===== src/rtl/rbp_pkg.sv =====
`timescale 1ns/1ps
package rbp_pkg;

    typedef enum logic [1:0] {
        TR_IDLE   = 2'b00,
        TR_BUSY   = 2'b01,
        TR_NONSEQ = 2'b10,
        TR_SEQ    = 2'b11
    } htrans_e;

    localparam logic [2:0] HB_SINGLE = 3'b000;
    localparam logic [2:0] HB_INCR   = 3'b001;
    localparam logic [2:0] HB_INCR4  = 3'b011;
    localparam logic [2:0] HB_INCR8  = 3'b101;
    localparam logic [2:0] HB_INCR16 = 3'b111;

    // How a request is cut into bursts once its setting is decoded
    typedef enum logic [1:0] {
        MODE_UNDEF  = 2'd0,
        MODE_SINGLE = 2'd1,
        MODE_FIXED  = 2'd2
    } bmode_e;

endpackage


===== src/rtl/rbp_cfg_dec.sv =====
`timescale 1ns/1ps
module rbp_cfg_dec
    import rbp_pkg::*;
(
    input  logic [4:0] max_len,
    input  logic       precise,
    output logic       valid,
    output bmode_e     mode,
    output logic [4:0] cap
);

    always_comb begin
        valid = 1'b1;
        mode  = MODE_SINGLE;
        cap   = 5'd1;
        case (max_len)
            5'd0: begin
                if (precise) begin
                    mode = MODE_FIXED;
                    cap  = 5'd16;
                end else begin
                    mode = MODE_UNDEF;
                    cap  = 5'd0;
                end
            end
            5'd1: begin
                mode = MODE_SINGLE;
                cap  = 5'd1;
            end
            5'd4, 5'd8, 5'd16: begin
                mode = MODE_FIXED;
                cap  = max_len;
            end
            default: valid = 1'b0;
        endcase
    end

endmodule


===== src/rtl/rbp_sizer.sv =====
`timescale 1ns/1ps
module rbp_sizer
    import rbp_pkg::*;
#(
    parameter int LW = 8,
    parameter int BW = 9
) (
    input  logic [LW-1:0] rem,
    input  logic [BW-2:0] idx,
    input  bmode_e        mode,
    input  logic [4:0]    cap,
    input  logic          precise,
    output logic [BW-1:0] beats,
    output logic [2:0]    burst
);

    localparam int CW = (LW > BW) ? LW : BW;

    logic [CW-1:0] lim_w;
    logic [CW-1:0] rem_w;
    logic [CW-1:0] avail;

    always_comb begin
        lim_w = (CW'(1) << (BW - 1)) - CW'(idx);
        rem_w = CW'(rem);
        avail = (rem_w < lim_w) ? rem_w : lim_w;

        beats = BW'(1);
        burst = HB_SINGLE;
        case (mode)
            MODE_UNDEF: begin
                beats = BW'(avail);
                burst = HB_INCR;
            end
            MODE_FIXED: begin
                if (cap >= 5'd16 && avail >= CW'(16)) begin
                    beats = BW'(16);
                    burst = HB_INCR16;
                end else if (cap >= 5'd8 && avail >= CW'(8)) begin
                    beats = BW'(8);
                    burst = HB_INCR8;
                end else if (avail >= CW'(4)) begin
                    beats = BW'(4);
                    burst = HB_INCR4;
                end else if (precise) begin
                    if (lim_w >= CW'(4)) begin
                        beats = BW'(4);
                        burst = HB_INCR4;
                    end
                end else if (avail >= CW'(2)) begin
                    beats = BW'(avail);
                    burst = HB_INCR;
                end
            end
            default: ;
        endcase
    end

endmodule


===== src/rtl/rbp_rdpath.sv =====
`timescale 1ns/1ps
module rbp_rdpath #(
    parameter int DW = 32
) (
    input  logic          clk,
    input  logic          rst_n,
    input  logic          hready,
    input  logic          addr_acc,
    input  logic          keep_in,
    input  logic [DW-1:0] hrdata,
    output logic          out_valid,
    output logic [DW-1:0] out_data,
    output logic          pend_next
);

    typedef struct packed {
        logic dp_valid;
        logic dp_keep;
    } dp_t;

    dp_t dp_d, dp_q;

    always_comb begin
        dp_d = dp_q;
        if (hready) begin
            dp_d.dp_valid = addr_acc;
            dp_d.dp_keep  = addr_acc & keep_in;
        end
    end

    always_ff @(posedge clk or negedge rst_n) begin
        if (!rst_n) dp_q <= '0;
        else        dp_q <= dp_d;
    end

    assign out_valid = dp_q.dp_valid & dp_q.dp_keep & hready;
    assign out_data  = hrdata;
    assign pend_next = dp_d.dp_valid;

endmodule


===== src/rtl/rd_burst_planner.sv =====
`timescale 1ns/1ps
module rd_burst_planner
    import rbp_pkg::*;
#(
    parameter int AW          = 32,
    parameter int DW          = 32,
    parameter int LW          = 8,
    parameter int BOUND_BYTES = 1024
) (
    input  logic          clk,
    input  logic          rst_n,
    input  logic          req_valid,
    output logic          req_ready,
    input  logic [AW-1:0] req_addr,
    input  logic [LW-1:0] req_len,
    input  logic [4:0]    cfg_max_len,
    input  logic          cfg_precise,
    input  logic          cfg_lock,
    output logic [1:0]    htrans,
    output logic [2:0]    hburst,
    output logic [AW-1:0] haddr,
    output logic          hlock,
    input  logic          hready,
    input  logic [DW-1:0] hrdata,
    input  logic          hgrant,
    output logic          out_valid,
    output logic [DW-1:0] out_data
);

    localparam int BYTES = DW / 8;
    localparam int OFS   = $clog2(BYTES);
    localparam int BND_W = $clog2(BOUND_BYTES) - OFS;
    localparam int BW    = BND_W + 1;

    typedef struct packed {
        logic          busy;
        logic [AW-1:0] addr;
        logic [LW-1:0] rem;
        logic [BW-1:0] beats;
        logic [2:0]    burst;
        bmode_e        mode;
        logic [4:0]    cap;
        logic          precise;
        logic          lock;
    } st_t;

    st_t st_d, st_q;

    logic          cfg_ok;
    bmode_e        dec_mode;
    logic [4:0]    dec_cap;
    logic [BW-1:0] plan_beats;
    logic [2:0]    plan_burst;
    logic          start_b;
    logic          cont_b;
    logic          addr_acc;
    logic          beat_keep;
    logic          pend_next;
    logic          accept_req;
    logic          cfg_precise_q;

    rbp_cfg_dec u_dec (
        .max_len (cfg_max_len),
        .precise (cfg_precise),
        .valid   (cfg_ok),
        .mode    (dec_mode),
        .cap     (dec_cap)
    );

    rbp_sizer #(.LW(LW), .BW(BW)) u_sizer (
        .rem     (st_q.rem),
        .idx     (st_q.addr[BND_W+OFS-1:OFS]),
        .mode    (st_q.mode),
        .cap     (st_q.cap),
        .precise (st_q.precise),
        .beats   (plan_beats),
        .burst   (plan_burst)
    );

    // Address-phase drive, from registered state and grant only
    always_comb begin
        start_b   = st_q.busy && (st_q.beats == '0) && (st_q.rem != '0) && hgrant;
        cont_b    = st_q.busy && (st_q.beats != '0);
        addr_acc  = hready && (start_b || cont_b);
        beat_keep = (st_q.rem != '0);
        if (start_b) begin
            htrans = TR_NONSEQ;
            hburst = plan_burst;
        end else if (cont_b) begin
            htrans = TR_SEQ;
            hburst = st_q.burst;
        end else begin
            htrans = TR_IDLE;
            hburst = HB_SINGLE;
        end
    end

    rbp_rdpath #(.DW(DW)) u_rdpath (
        .clk       (clk),
        .rst_n     (rst_n),
        .hready    (hready),
        .addr_acc  (addr_acc),
        .keep_in   (beat_keep),
        .hrdata    (hrdata),
        .out_valid (out_valid),
        .out_data  (out_data),
        .pend_next (pend_next)
    );

    assign req_ready  = !st_q.busy && cfg_ok;
    assign accept_req = req_valid && req_ready;

    always_comb begin
        st_d = st_q;
        if (accept_req) begin
            st_d.busy    = (req_len != '0);
            st_d.addr    = req_addr;
            st_d.rem     = req_len;
            st_d.beats   = '0;
            st_d.mode    = dec_mode;
            st_d.cap     = dec_cap;
            st_d.precise = cfg_precise;
            st_d.lock    = cfg_lock;
        end else if (addr_acc) begin
            st_d.addr = st_q.addr + AW'(BYTES);
            if (beat_keep) st_d.rem = st_q.rem - 1'b1;
            if (start_b) begin
                st_d.beats = plan_beats - BW'(1);
                st_d.burst = plan_burst;
            end else begin
                st_d.beats = st_q.beats - BW'(1);
            end
        end
        if (st_q.busy && (st_d.rem == '0) && (st_d.beats == '0) && !pend_next)
            st_d.busy = 1'b0;
    end

    always_ff @(posedge clk or negedge rst_n) begin
        if (!rst_n) begin
            st_q      <= '0;
            st_q.mode <= MODE_SINGLE;
        end else begin
            st_q <= st_d;
        end
    end

    assign haddr         = st_q.addr;
    assign hlock         = st_q.busy && st_q.lock;
    assign cfg_precise_q = st_q.precise;

endmodule


===== config.mk =====
export PLATFORM = sky130hd
export DESIGN_NAME = rd_burst_planner
export DESIGN_NICKNAME = d
export VERILOG_FILES = /design/src/rtl/rbp_pkg.sv /design/src/rtl/rbp_cfg_dec.sv /design/src/rtl/rbp_sizer.sv /design/src/rtl/rbp_rdpath.sv /design/src/rtl/rd_burst_planner.sv
export SDC_FILE = /design/constraint.sdc
export NUM_CORES = 1
export LEC_CHECK = 0
export BUFFER_PORTS_ARGS = -buffer_cell sky130_fd_sc_hd__buf_4
export CORE_ASPECT_RATIO = 1.5
export CORE_MARGIN = 3
export CORE_UTILIZATION = 40
export DETAILED_ROUTE_END_ITERATION = 12
export PLACE_DENSITY = 0.75
export SYNTH_ARGS = -nofsm -noshare
export SYNTH_HDL_FRONTEND = slang
export SYNTH_SLANG_ARGS = --single-unit

===== constraint.sdc =====
create_clock -name clk -period 5.5 [get_ports clk]
set_clock_uncertainty 0.05 [all_clocks]
set_input_delay 0.275 -clock clk [delete_from_list [all_inputs] [get_ports clk]]
set_output_delay 0.275 -clock clk [all_outputs]
set_load 0.02 [all_outputs]

== After elaboration in Yosys (flattened, before gate mapping) ==
Cells that the tools add are included.
Cells by class
  add/sub/neg operators: 5
  $mul: 0
  div/mod/pow operators: 0
  order comparisons: 8
  eq/ne operators: 5
  shift operators: 0
  muxes and demuxes: 32
  bitwise gates (word level): 4
  reductions and logical operators: 29
Operators by type and width (number)
  2-to-1 mux 9 bit: 7
  2-to-1 mux 52 bit: 1
  2-to-1 mux 49 bit: 1
  adder 32 x 3 -> 32 bit (second input constant): 1
  2-to-1 mux 3 bit: 8
  >= comparator 9 x 3 -> 1 bit (second input constant): 2
  logical NOT 9 bit: 2
  one-hot mux 9 bit (2 select lines): 1
  subtractor 9 x 1 -> 9 bit (second input constant): 2
  nonzero test 8 bit: 2
  logical AND 1 bit: 13
  2-to-1 mux 2 bit: 5
  one-hot mux 5 bit (2 select lines): 1
  >= comparator 9 x 2 -> 1 bit (second input constant): 1
  >= comparator 9 x 4 -> 1 bit (second input constant): 1
  >= comparator 9 x 5 -> 1 bit (second input constant): 1
  less-than comparator 8 x 9 -> 1 bit: 1
  nonzero test 9 bit: 1
  subtractor 9 x 8 -> 9 bit (first input constant): 1
  logical NOT 8 bit: 1
  2-to-1 mux 8 bit: 1
  subtractor 8 x 1 -> 8 bit (second input constant): 1
  one-hot mux 3 bit (2 select lines): 1
  equality test 5 x 1 -> 1 bit (second input constant): 1
  other kinds (19): 26
Storage, ports and cells
  register bits after elaboration: 64
  bits in latches: 0
  RAM bits: 0
  ROM bits: 0
  input bits: 84
  word-level logic and storage cells: 94
  memories: 0

== Depth between registers and ports, before layout ==
Gate-level depths: netlist of run 1.
  word-level depth: 19
  mapped depth: 23

== Modules after synthesis ==
From an unflattened synthesis of run 1, not the netlist that was laid out.
Unflattened totals
  cell total of the unflattened synthesis: 619
  area, all modules: 5134.9 µm²
Modules (own cells, without submodules)
  rd_burst_planner: times used 1, cells an instance 458, area each 3913.8 µm², seq. area each 1552.7 µm²
  rbp_sizer: times used 1, cells an instance 103, area each 759.5 µm², seq. area each 0.0 µm²
  rbp_rdpath: times used 1, cells an instance 39, area each 326.6 µm², seq. area each 50.0 µm²
  rbp_cfg_dec: times used 1, cells an instance 19, area each 135.1 µm², seq. area each 0.0 µm²

== Least setup slack after synthesis of run 1 ==
Ideal clock, no wire load.
  kind: reg-to-reg
  start point: register st_q (netlist bit haddr[4])
  end point: register st_q[61] (netlist bit)
  setup time: 0.142 ns
  arrival: 5.697 ns
  slack: -0.389 ns
  stages on the path, launching flop included: 21
  period minus slack after synthesis: 5.889 ns
  path through: dfrtp_1 > buf_6 > or4_2 > nor2_1 > xor2_1 > ha_1 > and2_0 > a221o_2 > a31o_2 > maj3_1 > mux2_2 > o31ai_1 > a21oi_1 > ha_1 > nor2_1 > a31o_2 > or3_1 > or4_1 > or4_1 > a2111oi_2 > a41oi_1
RTL lines
  start: declaration: line rd_burst_planner.sv:47  | st_t st_d, st_q;
  start signal: assignment: line rd_burst_planner.sv:143  | st_q <= st_d;

==> summary.md, run 1 <==
| Metric | Value |
|---|---|
| Status | finished with violations |
| Failing checks | hold timing, setup timing |
| Placed cells | 805 |
| Non-Filler Instances | roughly 830 |
| Syn Area/Cell | ~8 sq um |
| TritonCTS clock tree | done |
| Mapped Area | a little over 5000 sq um |
| Net Count, Synth | between 700 and 800 |
| Clk buf depth | 2 |
| Vias in the first global route | roughly 4.9k |
| Synthesized flop and latch total | 61 |
| Final min period | 5.608 ns |
| Vias/cell | just under 6 |
| Final Hold Fails | 15 |
| Initial DRT Pass Iterations | 5 |
| Synth Flop Type | dfrtp_1 |
| Register area share after synthesis | 0.3019 |
| Final TNS setup | -0.1084 ns |
| Maximum fanout along the worst path | 5 |
| Iter 0 DRT Violations | between 300 and 400 |
| Worst slew pin tran | 0.8199 ns |
| Compound-Gate Fraction of Synth Area | 0.2107 |
| Mux share of post-synthesis cell area | 0.02992 |
| Post-DR wirelength/cell | 18.69 um |
| Vias | between 4k and 5k |
| Total core area | roughly 12000 sq um |
| Maximum vdd drop | between 0.2 and 0.25 mV |
| Post-DP Area | between 5000 and 6000 sq um |
| First-pass GRT wire length | roughly 24 mm |
| Residual DRC | 0 |
| Reg clk slew, reported paths | 0.05 ns |
| Layout cells sized above 1 | 0.2834 |
| H-tree depth | 3 |
| Critical Path AT | approximately 5.8 ns |
| HPWL Detailed | between 10 and 15 mm |
| Slew Limit Fails | 0 |
| IO Count | about 160 |
| CP startpoint kind | flop |
| Gpl congestion | 0.9497 |
| Chip Width | between 90 and 100 um |
| Async set-reset flop share out of synthesis | 1.000 |
| Die footprint | approximately 14000 sq um |
| # hold bufs at CTS | 0 |
| Relative slew slack | 0.4534 |
| Fin crit share | 1.020 |
| Design area | approximately 6000 sq um |
| Antenna diodes | 0 |
| PD cells | approximately 650 nW/um^2 |
| Final worst slack | -0.1084 ns |
| Worst skew pair latency | about 0.33 ns |
| Fmax | between 0.15 and 0.2 GHz |
| I/O Buffers | slightly above 90 |
| GRT Residual Overflow | 0 |
| Setup violations, final | 1 |
| Yosys warnings | 0 |
| Initial antenna violation count | 0 |
| Netlist cell types | 80 |
| ANT nets after route | 0 |
| Leak | around 2.7 nW |
| Kind of critical path | flop to flop |
| Die height | around 140 um |
| Min-delay worst type | input port to async pin |
| Synth Area in XOR/XNOR | 0.03808 |
| Required time of the critical path | roughly 5.6 ns |
| Syn-to-layout area delta | 18.89% |
| CP endpoint kind | flop |
| Row cnt | 49 |
| Largest family of logic cells by synthesized area | simple AND/OR/NAND/NOR gates |
| RSZ-0062 raised after global routing | yes |
| Largest net degree at the start of global routing | 62 |
| Number of CTS-inserted buffers | 9 |
| Gr usage total | 0.2156 |
| Root Driver | clkbuf_16 |
| Final WL | roughly 15 mm |
| Hold_ws | -0.01590 ns |
| Clock Sink Count | 61 |
| Mapped Cells | approximately 620 |
| Max_cap viols | 0 |
| Post-synth EDFFs | 0 |
| Total Nets Final | about 770 |
| Initial Utilization | 0.4147 |
| Synth Area in Adders | 0.03314 |
| Post-synthesis simple-gate area fraction | 0.2349 |
final timing paths:
| check | cells after the start | startpoint | slack (ns) | end |
|---|---|---|---|---|
| min in group clk | 3 | cfg_lock | 0.09 | st_q[0] |
| worst min-delay path | 1 | rst_n | -0.02 | u_rdpath.dp_q[0] |
| worst max register to register | 20 | haddr[6] | -0.11 | st_q[61] |
| worst min register to register | 2 | st_q[0] | 0.42 | st_q[0] |
| max in group asynchronous | 1 | rst_n | 4.86 | haddr[3] |
| worst max-delay path | 20 | haddr[6] | -0.11 | st_q[61] |
critical path, cell delays in order, from the launching register on:
cell and delay, ns:
dfrtp_1 0.37, or4_4 0.57, nor2_4 0.15, xor2_2 0.16, ha_1 0.27, and2_4 0.17, a221o_2 0.34, a31o_4 0.24
buf_6 0.12, o211ai_4 0.21, mux2_4 0.35, o31ai_4 0.26, a21oi_2 0.09, ha_1 0.29, nor2_1 0.04, a31o_2 0.21
or3_1 0.30, or4_4 0.41, or4_4 0.44, a2111oi_4 0.28, a41oi_2 0.13
per-stage QoR:
| stage | setup slack, ns | util | total power, mW |
|---|---|---|---|
| 3_3_place_gp | -0.08468 | 0.4564 | 3.121 |
| 5_1_grt | -0.3029 | 0.4931 | 4.195 |
| 2_1_floorplan | 0.01152 | - | 2.477 |
| 6_report | -0.1084 | 0.4931 | 3.935 |
| 3_5_place_dp | -0.1823 | 0.4564 | 3.161 |
| 4_1_cts | -0.1013 | 0.4887 | 3.872 |
area by class of cell:
cell class / count / area (sq um)
inverter: 23 / 86.33
timing repair buffer: 132 / 994.7
clock inverter: 3 / 67.56
tap: 153 / 191.4
fill: 1170 / 6185
multi-input combinational: 443 / 2882
sequential: 61 / 1528
clock buffer: 12 / 266.5
placed cells by master, fill, tap and decap left out, types with 3 or more instances in the layout:
cell type,synthesis,routed
and3_1,8,8
nand2_1,81,81
xnor2_1,16,16
o211ai_1,3,3
inv_1,23,23
o311ai_0,4,4
a221o_1,9,9
nor3b_1,8,7
buf_4,67,131
ha_1,11,11
dfrtp_1,60,60
clkbuf_8,0,3
nor3_1,16,16
mux2i_1,8,8
a21oi_1,19,17
a211o_1,3,3
mux2_2,5,3
xor2_1,6,5
o21ai_0,57,57
or4_4,0,3
a31o_2,5,4
a31oi_1,6,6
nand3_1,17,16
nor2_1,50,48
nor4_1,10,10
and2_1,8,7
o31ai_1,4,3
mux2_4,1,3
o211a_1,5,5
or4_1,5,3
nand4_1,7,7
a211oi_1,3,3
o21a_1,3,3
or3_1,4,4
clkbuf_16,0,9
nor2b_1,4,4
cells in the mapped netlist (all sizes together) (5+ instances only):
cell    count  area share
a21oi      19       0.019
a221o      11       0.022
a31o        5      0.0087
a31oi       6      0.0074
and2        9       0.011
and3       10       0.013
buf        80        0.12
clkbuf     16       0.013
dfrtp      60        0.30
ha         11       0.027
inv        23       0.017
mux2        6       0.014
mux2i       8       0.016
nand2      81       0.060
nand3      17       0.017
nand4       7      0.0087
nor2       50       0.037
nor3       16       0.016
nor3b       9       0.014
nor4       11       0.017
o211a       5      0.0099
o21ai      58       0.057
or4         6      0.0092
xnor2      16       0.028
xor2        6       0.010
repair_timing:
item                                    in CTS  in global routing
pin swaps                                   11                 14
endpoints found under the setup margin       1                  1
resized for setup                            5                  7
setup buffers                                4                  3
power breakdown:
group,internal [mW],switching [mW],total [mW]
combinational,1.11,1.34,2.45
clock,0.431,0.202,0.633
sequential,0.619,0.234,0.853
total,2.16,1.77,3.94
state kept, by name, indices dropped and copies added (netlist names):
register and cells:
u_rdpath.dp_q 2, haddr 32, st_q 26, cfg_precise_q 1
routing by layer:
metal / share of wire / track usage / wire (um) / up-vias
met2: 0.54 / 0.3948 / 8377 / 185
met3: 0.054 / 0.02380 / 842 / 38
met1: 0.37 / 0.2453 / 5729 / 2344
met5: 0 / 0 / 0 / -
li1: - / - / - / 2265
met4: 0.033 / 0.1123 / 507 / 0
cells by family (layout without fill, tap and decap cells):
group | after synthesis | count (layout)
adders and majority gates | 14 | 14
muxes | 14 | 14
DFF | 61 | 61
and+or+nand+nor | 238 | 238
xor gates and xnor gates | 22 | 22
buffers and inverters | 119 | 170
AOI/OAI and AO/OA | 155 | 155
Power figures use the tool's default switching activity.
==> inputs of run 2 (changes only) <==
Settings changed: ABC_AREA from default to 1.
==> summary.md, run 2 <==
| Metric | Value |
|---|---|
| Top post-synthesis cells by area | dfrtp_1 (29%), nand2_1 (13%), buf_4 (9.3%) (was dfrtp_1 (30%), buf_4 (9.9%), nand2_1 (6.0%)) |
| Most frequent cells in the layout | nand2_1 (174), buf_4 (94), inv_1 (93), dfrtp_1 (60), nor2_1 (59) (was buf_4 (131), nand2_1 (81), dfrtp_1 (60), o21ai_0 (57), nor2_1 (48)) |
| Final min period | 4.699 ns (was 5.608 ns) |
| Hold_ws | -0.02947 ns (was -0.01590 ns) |
| Gr usage total | 0.1986 (was 0.2156) |
| CP endpoint kind | flop (unchanged) |
| HPWL Detailed | 10.63 mm (was 11.60 mm) |
| Largest net degree at the start of global routing | 62 (unchanged) |
| Final TNS setup | 0 ns (was -0.1084 ns) |
| Initial antenna violation count | 0 (unchanged) |
| H-tree depth | 3 (unchanged) |
| Async set-reset flop share out of synthesis | 1.000 (unchanged) |
| Gpl congestion | 0.8939 (was 0.9497) |
| Slowest CP cell | dfrtp_1 (was or4_4) |
| TritonCTS clock tree | done (unchanged) |
| Most common cell after layout, fill and taps aside | nand2_1 (was buf_4) |
| # hold bufs at CTS | 0 (unchanged) |
| GRT Residual Overflow | 0 (unchanged) |
| PD cells | 594.3 nW/um^2 (was 654.2 nW/um^2) |
| Netlist cell types | 53 (was 80) |
| Final Hold Fails | 21 (was 15) |
| Initial DRT Pass Iterations | 5 (unchanged) |
| Mapped Area | 5161 sq um (was 5060 sq um) |
| I/O Buffers | 91 (unchanged) |
| Yosys warnings | 0 (unchanged) |
| ANT nets after route | 0 (unchanged) |
| Clk buf depth | 2 (unchanged) |
| Total Nets Final | 851 (was 765) |
| Min-delay worst type | input port to async pin (unchanged) |
| Most frequent cells after synthesis | nand2_1 (174), inv_1 (93), buf_4 (64) (was nand2_1 (81), buf_4 (67), dfrtp_1 (60)) |
| Setup bufs post-CTS | 0 (was 4) |
| Reg area | 1528 sq um (unchanged) |
| Fin crit share | 0.8544 (was 1.020) |
| Vias | 4654 (was 4832) |
| Syn Area/Cell | 7.022 sq um (was 8.122 sq um) |
| Worst skew pair latency | 0.34 ns (was 0.33 ns) |
| Root Driver | clkbuf_16 (unchanged) |
| Multi-input gate area | 2664 sq um (was 2882 sq um) |
| Syn-to-layout area delta | 13.26% (was 18.89%) |
| Failing checks | hold timing (was hold timing, setup timing) |
| Post-synth EDFFs | 0 (unchanged) |
| Max_cap viols | 0 (unchanged) |
| Vias/cell | 5.075 (was 5.843) |
| R2R cell count | 34 (was 20) |
| Synth Flop Type | dfrtp_1 (unchanged) |
| Slew Limit Fails | 0 (unchanged) |
| IO Count | 156 (unchanged) |
| Reg clk slew, reported paths | 0.06 ns (was 0.05 ns) |
| Initial Utilization | 0.4104 (was 0.4147) |
| Final WL | 14.04 mm (was 15.46 mm) |
| Fillcell total | 1267 (was 1170) |
| Required time of the critical path | 5.68 ns (was 5.64 ns) |
| Chip Width | 98.75 um (was 97.83 um) |
| Most used cell, CP | nand2_1 (was or4_4) |
| Mapped Cells | 735 (was 623) |
| Leak | 2.916 nW (was 2.682 nW) |
| Register area share after synthesis | 0.2960 (was 0.3019) |
| Critical Path AT | 4.88 ns (was 5.75 ns) |
| Antenna diodes | 0 (unchanged) |
| Residual DRC | 0 (unchanged) |
| Max reg flops | 32 (unchanged) |
| Fmax | 0.2128 GHz (was 0.1783 GHz) |
| Synthesized flop and latch total | 61 (unchanged) |
| Setup violations, final | 0 (was 1) |
| Maximum fanout along the worst path | 12 (was 5) |
| Die footprint | 14330 sq um (was 14060 sq um) |
| Die height | 145.1 um (was 143.7 um) |
| Post-DR wirelength/cell | 15.31 um (was 18.69 um) |
| Synth top area share | 0.2909 (was 0.2967) |
| Resized Gates After CTS | 0 (was 5) |
| Net Count, Synth | 830 (was 718) |
| Total core area | 12570 sq um (was 12200 sq um) |
| Maximum vdd drop | 0.2644 mV (was 0.2368 mV) |
| First-pass GRT wire length | 22.72 mm (was 24.41 mm) |
| CP startpoint kind | flop (unchanged) |
| Kind of critical path | flop to flop (unchanged) |
| Relative slew slack | 0.3430 (was 0.4534) |
| Crit-path max cell delay | 0.53 ns (was 0.57 ns) |
| Status | finished with violations (unchanged) |
| Clock Sink Count | 61 (unchanged) |
| Iter 0 DRT Violations | 255 (was 334) |
| Layout cells sized above 1 | 0.2365 (was 0.2834) |
| Vias in the first global route | 4587 (was 4875) |
| RSZ-0062 raised after global routing | no (was yes) |
| Count leader, synth | nand2_1 (unchanged) |
| Worst slew pin tran | 0.9818 ns (was 0.8199 ns) |
| Row cnt | 50 (was 49) |
| Area leader, netlist | dfrtp_1 (unchanged) |
| Number of CTS-inserted buffers | 9 (unchanged) |
run 2: changes by cell type in the layout (fill, tap and decap cells not counted), sizes merged, moves of 10 or more:
cell and change:
nor2 +24, buf -38, nand3 +43, and3 -10, o21ai -14, a221o -11, xnor2 -12, nand2 +111
inv +81
run 2: final timing paths:
path                             start         to  slack (ns)
max                           haddr[2]   st_q[61]        0.80
max reg2reg                   haddr[2]   st_q[61]        0.80
min in group clk           req_addr[1]   haddr[1]        0.09
max in group asynchronous        rst_n   st_q[11]        4.88
min reg2reg                   haddr[1]   haddr[1]        0.43
min                              rst_n  haddr[31]       -0.03
run 2: layout make-up:
class,count,share of cell area
Sequential cell,61,0.2613
Multi-Input combinational cell,485,0.4557
Clock inverter,5,0.01819
Tap cell,156,0.03339
Timing Repair Buffer,94,0.1207
Inverter,105,0.06742
Clock buffer,11,0.04324
run 2: logic make-up (layout without fill, tap and decap cells):
| logic type | after synthesis | in the layout | share of synthesized area |
|---|---|---|---|
| DFF | 61 | 61 | 0.2960 |
| and+or+nand+nor | 363 | 363 | 0.3450 |
| muxes | 1 | 1 | 0.002182 |
| xor gates and xnor gates | 15 | 15 | 0.02691 |
| adders and majority gates | 11 | 11 | 0.02667 |
| AOI/OAI and AO/OA | 95 | 95 | 0.1154 |
| buffers and inverters | 189 | 215 | 0.1879 |
run 2: worst max-delay path, delay by kind of cell (launching register included):
kind	cells	cell delay (ns)
compound gates	2	0.25
xor+xnor	1	0.14
fa+ha+maj	3	0.86
buf+inv	3	0.23
flops	1	0.53
simple gates	25	2.51
run 2: metrics by stage:
stage,instances,power [mW],setup WS (ns),utilization,cell area (sq um)
after global routing,917,3.765,0.2997,0.4649,5846
after CTS,917,3.501,0.7708,0.4649,5846
after floorplan,735,2.435,1.344,-,5161
after global placement,901,2.780,0.9737,0.4363,5487
final,917,3.474,0.8007,0.4649,5846
after detailed placement,901,2.799,0.7908,0.4363,5487
run 2: power by group:
group	switching [mW]	total, mW	internal (mW)
clock	0.212	0.680	0.468
combinational	1.22	1.91	0.687
sequential	0.244	0.886	0.641
run 2: metal layers:
| metal | global-route usage | vias to the layer above | share of wire |
|---|---|---|---|
| met4 | 0.1258 | 0 | 0.047 |
| met2 | 0.3506 | 131 | 0.53 |
| met5 | 0 | - | 0 |
| met1 | 0.2167 | 2136 | 0.38 |
| met3 | 0.02982 | 55 | 0.046 |
| li1 | - | 2332 | - |
